`src/rtl/ldg_pkg.sv`:
```
package ldg_pkg;

    localparam int INSTR_W   = 32;
    localparam int OPC_W     = 7;
    localparam int COND_W    = 4;
    localparam int RIDX_W    = 5;
    localparam int IMM_W     = 11;

    localparam int COND_LSB  = 7;
    localparam int DST_LSB   = 11;
    localparam int SRC_LSB   = 16;
    localparam int OFFR_LSB  = 21;
    localparam int IMM_LSB   = 21;

    localparam logic [OPC_W-1:0] OPC_IMM_PRE     = 7'h01;
    localparam logic [OPC_W-1:0] OPC_IMM_PRE_WB  = 7'h02;
    localparam logic [OPC_W-1:0] OPC_IMM_POST_WB = 7'h03;
    localparam logic [OPC_W-1:0] OPC_REG_PRE     = 7'h04;
    localparam logic [OPC_W-1:0] OPC_REG_PRE_WB  = 7'h05;
    localparam logic [OPC_W-1:0] OPC_REG_POST_WB = 7'h06;

    typedef enum logic [2:0] {
        ST_IDLE,
        ST_OPERAND,
        ST_ACCESS,
        ST_BASE_WB,
        ST_DATA_WB,
        ST_SKIP,
        ST_FAULT
    } ldg_state_e;

    typedef struct packed {
        logic              legal;
        logic              reg_off;
        logic              write_back;
        logic              post_index;
        logic [COND_W-1:0] cond;
        logic [RIDX_W-1:0] dst;
        logic [RIDX_W-1:0] src;
        logic [RIDX_W-1:0] off_reg;
        logic [IMM_W-1:0]  imm;
    } ldg_op_t;

endpackage

```
`src/rtl/ldg_decode.sv`:
```
module ldg_decode
    import ldg_pkg::*;
(
    input  logic [INSTR_W-1:0] instr_i,
    output ldg_op_t            op_o
);

    logic [OPC_W-1:0] opc;

    assign opc = instr_i[OPC_W-1:0];

    always_comb begin
        op_o.legal      = 1'b0;
        op_o.reg_off    = 1'b0;
        op_o.write_back = 1'b0;
        op_o.post_index = 1'b0;
        unique case (opc)
            OPC_IMM_PRE: begin
                op_o.legal = 1'b1;
            end
            OPC_IMM_PRE_WB: begin
                op_o.legal      = 1'b1;
                op_o.write_back = 1'b1;
            end
            OPC_IMM_POST_WB: begin
                op_o.legal      = 1'b1;
                op_o.write_back = 1'b1;
                op_o.post_index = 1'b1;
            end
            OPC_REG_PRE: begin
                op_o.legal   = 1'b1;
                op_o.reg_off = 1'b1;
            end
            OPC_REG_PRE_WB: begin
                op_o.legal      = 1'b1;
                op_o.reg_off    = 1'b1;
                op_o.write_back = 1'b1;
            end
            OPC_REG_POST_WB: begin
                op_o.legal      = 1'b1;
                op_o.reg_off    = 1'b1;
                op_o.write_back = 1'b1;
                op_o.post_index = 1'b1;
            end
            default: begin
                op_o.legal = 1'b0;
            end
        endcase
        op_o.cond    = instr_i[COND_LSB +: COND_W];
        op_o.dst     = instr_i[DST_LSB  +: RIDX_W];
        op_o.src     = instr_i[SRC_LSB  +: RIDX_W];
        op_o.off_reg = instr_i[OFFR_LSB +: RIDX_W];
        op_o.imm     = instr_i[IMM_LSB  +: IMM_W];
    end

endmodule

```
`src/rtl/ldg_agen.sv`:
```
module ldg_agen #(
    parameter int WORD_W    = 32,
    parameter int IMM_W     = 11,
    parameter int IMM_SHIFT = 2
) (
    input  logic [WORD_W-1:0] base_i,
    input  logic [WORD_W-1:0] reg_off_i,
    input  logic [IMM_W-1:0]  imm_i,
    input  logic              use_reg_i,
    input  logic              post_i,
    output logic [WORD_W-1:0] access_addr_o,
    output logic [WORD_W-1:0] next_base_o
);

    localparam int SCALED_W = IMM_W + IMM_SHIFT;

    logic [WORD_W-1:0]   imm_off;
    logic [WORD_W-1:0]   offset;
    logic [SCALED_W-1:0] scaled;

    assign scaled = {imm_i, {IMM_SHIFT{1'b0}}};

    generate
        if (SCALED_W >= WORD_W) begin : g_imm_trunc
            assign imm_off = scaled[WORD_W-1:0];
        end else begin : g_imm_ext
            assign imm_off = {{(WORD_W-SCALED_W){1'b0}}, scaled};
        end
    endgenerate

    assign offset        = use_reg_i ? reg_off_i : imm_off;
    assign next_base_o   = base_i + offset;
    assign access_addr_o = post_i ? base_i : next_base_o;

endmodule

```
`src/rtl/ldg_ctrl.sv`:
```
module ldg_ctrl
    import ldg_pkg::*;
(
    input  logic clk,
    input  logic rst_n,
    input  logic start_i,
    input  logic legal_i,
    input  logic cond_ok_i,
    input  logic write_back_i,
    input  logic mem_ack_i,
    input  logic mem_err_i,
    output logic ready_o,
    output logic take_instr_o,
    output logic take_operands_o,
    output logic take_rdata_o,
    output logic mem_req_o,
    output logic we_base_o,
    output logic we_data_o,
    output logic done_o,
    output logic fault_o
);

    ldg_state_e state_q, state_d;

    always_ff @(posedge clk or negedge rst_n) begin
        if (!rst_n) begin
            state_q <= ST_IDLE;
        end else begin
            state_q <= state_d;
        end
    end

    always_comb begin
        state_d = state_q;
        unique case (state_q)
            ST_IDLE: begin
                if (start_i && legal_i) begin
                    state_d = cond_ok_i ? ST_OPERAND : ST_SKIP;
                end
            end
            ST_OPERAND: state_d = ST_ACCESS;
            ST_ACCESS: begin
                if (mem_ack_i) begin
                    if (mem_err_i) begin
                        state_d = ST_FAULT;
                    end else if (write_back_i) begin
                        state_d = ST_BASE_WB;
                    end else begin
                        state_d = ST_DATA_WB;
                    end
                end
            end
            ST_BASE_WB: state_d = ST_DATA_WB;
            ST_DATA_WB: state_d = ST_IDLE;
            ST_SKIP:    state_d = ST_IDLE;
            ST_FAULT:   state_d = ST_IDLE;
            default:    state_d = ST_IDLE;
        endcase
    end

    always_comb begin
        ready_o         = 1'b0;
        take_instr_o    = 1'b0;
        take_operands_o = 1'b0;
        take_rdata_o    = 1'b0;
        mem_req_o       = 1'b0;
        we_base_o       = 1'b0;
        we_data_o       = 1'b0;
        done_o          = 1'b0;
        fault_o         = 1'b0;
        unique case (state_q)
            ST_IDLE: begin
                ready_o      = 1'b1;
                take_instr_o = start_i && legal_i;
            end
            ST_OPERAND: take_operands_o = 1'b1;
            ST_ACCESS: begin
                mem_req_o    = 1'b1;
                take_rdata_o = mem_ack_i;
            end
            ST_BASE_WB: we_base_o = 1'b1;
            ST_DATA_WB: begin
                we_data_o = 1'b1;
                done_o    = 1'b1;
            end
            ST_SKIP: done_o = 1'b1;
            ST_FAULT: begin
                done_o  = 1'b1;
                fault_o = 1'b1;
            end
            default: ready_o = 1'b0;
        endcase
    end

    assert_one_req_R8: assert property (@(posedge clk) disable iff (!rst_n)
        done_o |-> !mem_req_o);

    assert_base_then_data_R10: assert property (@(posedge clk) disable iff (!rst_n)
        we_base_o |=> (we_data_o && done_o));

endmodule

```
`src/rtl/ldg_load_unit.sv`:
```
module ldg_load_unit
    import ldg_pkg::*;
#(
    parameter int WORD_W    = 32,
    parameter int IMM_SHIFT = 2
) (
    input  logic                    clk,
    input  logic                    rst_n,
    input  logic                    instr_valid,
    input  logic [INSTR_W-1:0]      instr,
    output logic                    instr_ready,
    input  logic [(1<<COND_W)-1:0]  cond_hold,
    output logic [RIDX_W-1:0]       rf_a_idx,
    input  logic [WORD_W-1:0]       rf_a_data,
    output logic [RIDX_W-1:0]       rf_b_idx,
    input  logic [WORD_W-1:0]       rf_b_data,
    output logic                    rf_we,
    output logic [RIDX_W-1:0]       rf_widx,
    output logic [WORD_W-1:0]       rf_wdata,
    output logic                    mem_req,
    output logic [WORD_W-1:0]       mem_addr,
    input  logic                    mem_ack,
    input  logic [WORD_W-1:0]       mem_rdata,
    input  logic                    mem_err,
    output logic                    done,
    output logic                    fault
);

    ldg_op_t           dec;
    logic              cond_ok;
    logic              take_instr, take_operands, take_rdata;
    logic              we_base, we_data;

    logic [RIDX_W-1:0] dst_q, src_q, offr_q;
    logic [IMM_W-1:0]  imm_q;
    logic              reg_off_q, wb_q, post_q;
    logic [WORD_W-1:0] addr_q, nbase_q, rdata_q;
    logic [WORD_W-1:0] agen_addr, agen_nbase;

    ldg_decode u_decode (
        .instr_i (instr),
        .op_o    (dec)
    );

    assign cond_ok = cond_hold[dec.cond];

    ldg_ctrl u_ctrl (
        .clk             (clk),
        .rst_n           (rst_n),
        .start_i         (instr_valid),
        .legal_i         (dec.legal),
        .cond_ok_i       (cond_ok),
        .write_back_i    (wb_q),
        .mem_ack_i       (mem_ack),
        .mem_err_i       (mem_err),
        .ready_o         (instr_ready),
        .take_instr_o    (take_instr),
        .take_operands_o (take_operands),
        .take_rdata_o    (take_rdata),
        .mem_req_o       (mem_req),
        .we_base_o       (we_base),
        .we_data_o       (we_data),
        .done_o          (done),
        .fault_o         (fault)
    );

    ldg_agen #(
        .WORD_W    (WORD_W),
        .IMM_W     (IMM_W),
        .IMM_SHIFT (IMM_SHIFT)
    ) u_agen (
        .base_i        (rf_a_data),
        .reg_off_i     (rf_b_data),
        .imm_i         (imm_q),
        .use_reg_i     (reg_off_q),
        .post_i        (post_q),
        .access_addr_o (agen_addr),
        .next_base_o   (agen_nbase)
    );

    always_ff @(posedge clk or negedge rst_n) begin
        if (!rst_n) begin
            dst_q     <= '0;
            src_q     <= '0;
            offr_q    <= '0;
            imm_q     <= '0;
            reg_off_q <= 1'b0;
            wb_q      <= 1'b0;
            post_q    <= 1'b0;
        end else if (take_instr) begin
            dst_q     <= dec.dst;
            src_q     <= dec.src;
            offr_q    <= dec.off_reg;
            imm_q     <= dec.imm;
            reg_off_q <= dec.reg_off;
            wb_q      <= dec.write_back;
            post_q    <= dec.post_index;
        end
    end

    always_ff @(posedge clk or negedge rst_n) begin
        if (!rst_n) begin
            addr_q  <= '0;
            nbase_q <= '0;
        end else if (take_operands) begin
            addr_q  <= agen_addr;
            nbase_q <= agen_nbase;
        end
    end

    always_ff @(posedge clk or negedge rst_n) begin
        if (!rst_n) begin
            rdata_q <= '0;
        end else if (take_rdata) begin
            rdata_q <= mem_rdata;
        end
    end

    assign rf_a_idx = src_q;
    assign rf_b_idx = offr_q;
    assign mem_addr = addr_q;
    assign rf_we    = we_base | we_data;
    assign rf_widx  = we_base ? src_q : dst_q;
    assign rf_wdata = we_base ? nbase_q : rdata_q;

    assert_illegal_ignored_R1: assert property (@(posedge clk) disable iff (!rst_n)
        (instr_valid && instr_ready && !dec.legal) |=> instr_ready);

    assert_skip_silent_R2: assert property (@(posedge clk) disable iff (!rst_n)
        (instr_valid && instr_ready && dec.legal && !cond_ok) |=> (done && !mem_req && !rf_we));

    assert_req_held_R8: assert property (@(posedge clk) disable iff (!rst_n)
        (mem_req && !mem_ack) |=> (mem_req && $stable(mem_addr)));

    assert_fault_no_commit_R9: assert property (@(posedge clk) disable iff (!rst_n)
        (mem_req && mem_ack && mem_err) |=> (fault && done && !rf_we));

    assert_fault_only_with_done_R9: assert property (@(posedge clk) disable iff (!rst_n)
        fault |-> (done && !rf_we));

endmodule

```
`config.mk`:
```
export PLATFORM = sky130hd
export DESIGN_NAME = ldg_load_unit
export DESIGN_NICKNAME = d
export VERILOG_FILES = /design/src/rtl/ldg_pkg.sv /design/src/rtl/ldg_decode.sv /design/src/rtl/ldg_agen.sv /design/src/rtl/ldg_ctrl.sv /design/src/rtl/ldg_load_unit.sv
export SDC_FILE = /design/constraint.sdc
export NUM_CORES = 1
export LEC_CHECK = 0
export BUFFER_PORTS_ARGS = -buffer_cell sky130_fd_sc_hd__buf_2
export CELL_PAD_IN_SITES_DETAIL_PLACEMENT = 1
export CELL_PAD_IN_SITES_GLOBAL_PLACEMENT = 1
export CORE_ASPECT_RATIO = 1.25
export CORE_MARGIN = 3
export CORE_UTILIZATION = 39
export DETAILED_ROUTE_END_ITERATION = 8
export GPL_ROUTABILITY_DRIVEN = 0
export PLACE_DENSITY = 0.89
export SLEW_MARGIN = 20
export SYNTH_ARGS = -nofsm -noshare
export SYNTH_HDL_FRONTEND = slang
export SYNTH_SLANG_ARGS = --single-unit
```
`constraint.sdc`:
```
create_clock -name clk -period 4.7 [get_ports clk]
set_clock_uncertainty 0.2 [all_clocks]
set_input_delay 0.47 -clock clk [delete_from_list [all_inputs] [get_ports clk]]
set_output_delay 0.47 -clock clk [all_outputs]
set_load 0.01 [all_outputs]
```
==> flow_metrics.tcl <==
set metrics [dict create \
    setup_tns_ns 0 \
    p_total_mw 6.023 \
    leakage_nw 4.554 \
    grt_usage 0.2416 \
    overflow 0 \
    path_max_fanout 21 \
    grt_pass1_wl_um 39210 \
    ant_nets 0 \
    finalHoldViolCount 0 \
    synthesis.area_sq_um 7423 \
    timing.fmax_mhz 254.1 \
    yosys.area.top_type_share 0.4146 \
    setup_viol 0 \
    die-area_sq_um 20740 \
    finalHoldWorstSlack_ns 0.07128 \
    routed_wl_um 24770 \
    grt_start_max_net_pins 109 \
    startpoint "reg_off_q" \
    core_sq_um 18370 \
    placed_cell_area_sq_um 8745 \
    areaGrowthSynthToFinish_pct 26.58 \
    syn_avg_cell_area_sq_um 9.872 \
    r2r_start "reg_off_q" \
    syn_nets 933 \
    pre_cts_ws_ns 0.7481 \
    clock-sinks 123 \
    hp-class "in -> reg" \
    synth_edf_count 0 \
    ir_drop_v 0.0002837 \
    outcome "finished clean" \
    rsz0062_at_grt "false" \
    cp-end-kind "register" \
    fin_area_sq_um 9397 \
    cp_data_required_time_ns 4.81 \
    synth.most_common_cell "dfrtp_1" \
    maxSlewViolCount 0 \
    routedWlPerCell_um 20.52 \
    critPathKind "reg -> reg" \
    synth_common_cells "123 x dfrtp_1, 101 x mux2_2, 87 x nand2_1" \
    num_rows 55 \
    drt_pass1_iterations 4 \
    synth.area.top_cells "dfrtp_1 41%, mux2_2 15%, ha_1 5.2%" \
    yosys_most_used_dff "dfrtp_1" \
    yosysSeqAreaShare 0.4146 \
    cp_data_arrival_time_ns 4.04 \
    antenna_found_initial 3 \
    synth_largest_area_cell "dfrtp_1" \
    setup_ws_ns 0.7648 \
    multiInputGateArea_sq_um 4145 \
    clk_pin_slew_ns 0.06 \
    cts_tree "yes" \
    numCtsBuffers 17 \
    synthArstFlopShare 1.000 \
    drtIter0Drc 213 \
    tightest_slew_ns 1.046 \
    post-dp-hpwl_um 18120 \
    cts_root_buffer "clkbuf_16" \
    start_kind "register" \
    hp-start "instr[26]" \
    synth.distinct_cells 59 \
    ioPinCount 233 \
    dieWidth_um 129.4 \
    clk_path_buf_depth 2 \
    num-nets-final 1145 \
    avgViaCountPerCell 5.504 \
    grt_pass1_vias 7420 \
    cts_setup_buffers 0 \
    slew_headroom 0.3024 \
    finalCriticalPeriod_ns 3.935 \
    ys_seq_elements 123 \
    initial_utilization 0.4040 \
    yosysWarnings 0 \
    drive_above_1_share 0.4033 \
    io_buffers 232 \
    vias 6643 \
    die_y_um 160.3 \
    power.density_nw_per_um2 641.0 \
    insertion_delay_ns 0.42 \
    cap_violations 0 \
    synth_cells 752 \
    regArea_sq_um 3079 \
    finalCritPeriodShare 0.8373 \
    h-tree-depth 4 \
    drc 0 \
    fill_cells 2131 \
]
metrics by stage:
stage                       util  cells
final                     0.5114   1207
after detailed placement  0.4759   1172
after global placement    0.4759   1172
after CTS                 0.5107   1205
after floorplan                -    752
after global routing      0.5114   1207
cell usage in the layout (no fill, tap or decap), types with 4 or more instances in the layout:
cell type	instances
a31oi_1	7
nand2b_1	4
nor2_1	47
o21ai_0	67
clkbuf_16	17
xor2_1	13
nor2b_1	5
o21a_1	9
inv_1	10
xnor2_1	17
a21oi_2	4
clkinvlp_4	5
mux4_2	5
buf_4	5
mux2_2	101
nand4_1	6
o21bai_1	5
o21ai_1	9
a21oi_1	55
nand3_1	10
nand2_1	86
dfrtp_1	122
and3_1	8
a21o_1	12
buf_2	231
nor3_1	6
ha_1	31
and2_1	23
path summary, 6_finish.rpt:
kind / depth (start not counted) / to / slack [ns]
setup / recovery: 12 / nbase_q[31] / 0.76
hold reg to reg: 2 / nbase_q[0] / 0.28
hold / removal: 2 / imm_q[5] / 0.07
setup reg to reg: 12 / nbase_q[31] / 0.76
max in group asynchronous: 3 / nbase_q[10] / 2.83
min in group asynchronous: 2 / rdata_q[21] / 0.50
registers in the layout, indices dropped and copies added (netlist names):
name            count
mem_addr           32
nbase_q            32
rdata_q            32
imm_q               7
dst_q               5
rf_a_idx            5
rf_b_idx            4
u_ctrl.state_q      3
post_q              1
reg_off_q           1
wb_q                1
cell type report:
class	instances	share of cell area
sequential	123	0.3277
multi-input combinational	574	0.4411
clock buffer	20	0.04967
inverter	10	0.003995
antenna	2	0.0005326
clock inverter	12	0.01731
tap	228	0.03036
timing repair buffer	238	0.1293
worst max-delay path, stage by stage (launching register included):
cell and delay, ns:
dfrtp_1 0.85, buf_4 0.32, and2_1 0.17, ha_1 0.32
a21oi_2 0.20, o21ai_2 0.11, a2111oi_4 0.35, o311ai_1 0.19
a31oi_1 0.20, o21ai_1 0.12, a21oi_2 0.19, xnor3_1 0.33
mux2_4 0.26
per-layer routing:
metal,wire length [um],global-route usage
met5,12,0
met3,1013,0.04751
met2,13100,0.4290
met1,9526,0.2696
met4,1117,0.1237
kinds of logic (layout without fill, tap and decap cells):
group | after synthesis | count (layout) | synth area share
AOI/OAI and AO/OA | 192 | 192 | 0.1569
other | 0 | 2 | 0
adders and majority gates | 32 | 32 | 0.05495
xor gates and xnor gates | 31 | 31 | 0.03843
and+or+nand+nor | 209 | 209 | 0.1300
DFF | 123 | 123 | 0.4146
muxes | 110 | 110 | 0.1744
buffers and inverters | 55 | 280 | 0.03068
what timing repair did:
| action | CTS | global route |
|---|---|---|
| hold endpoints to repair | 32 | 0 |
| gates resized for setup | 0 | 0 |
| hold buffers | 1 | 0 |
power breakdown:
part,leakage (nW),internal (mW),switching [mW]
combinational,2.77,1.21,1.48
sequential,1.49,1.56,0.367
clock,0.291,0.880,0.522
total,4.55,3.65,2.37
(Power assumes the default switching activity.)
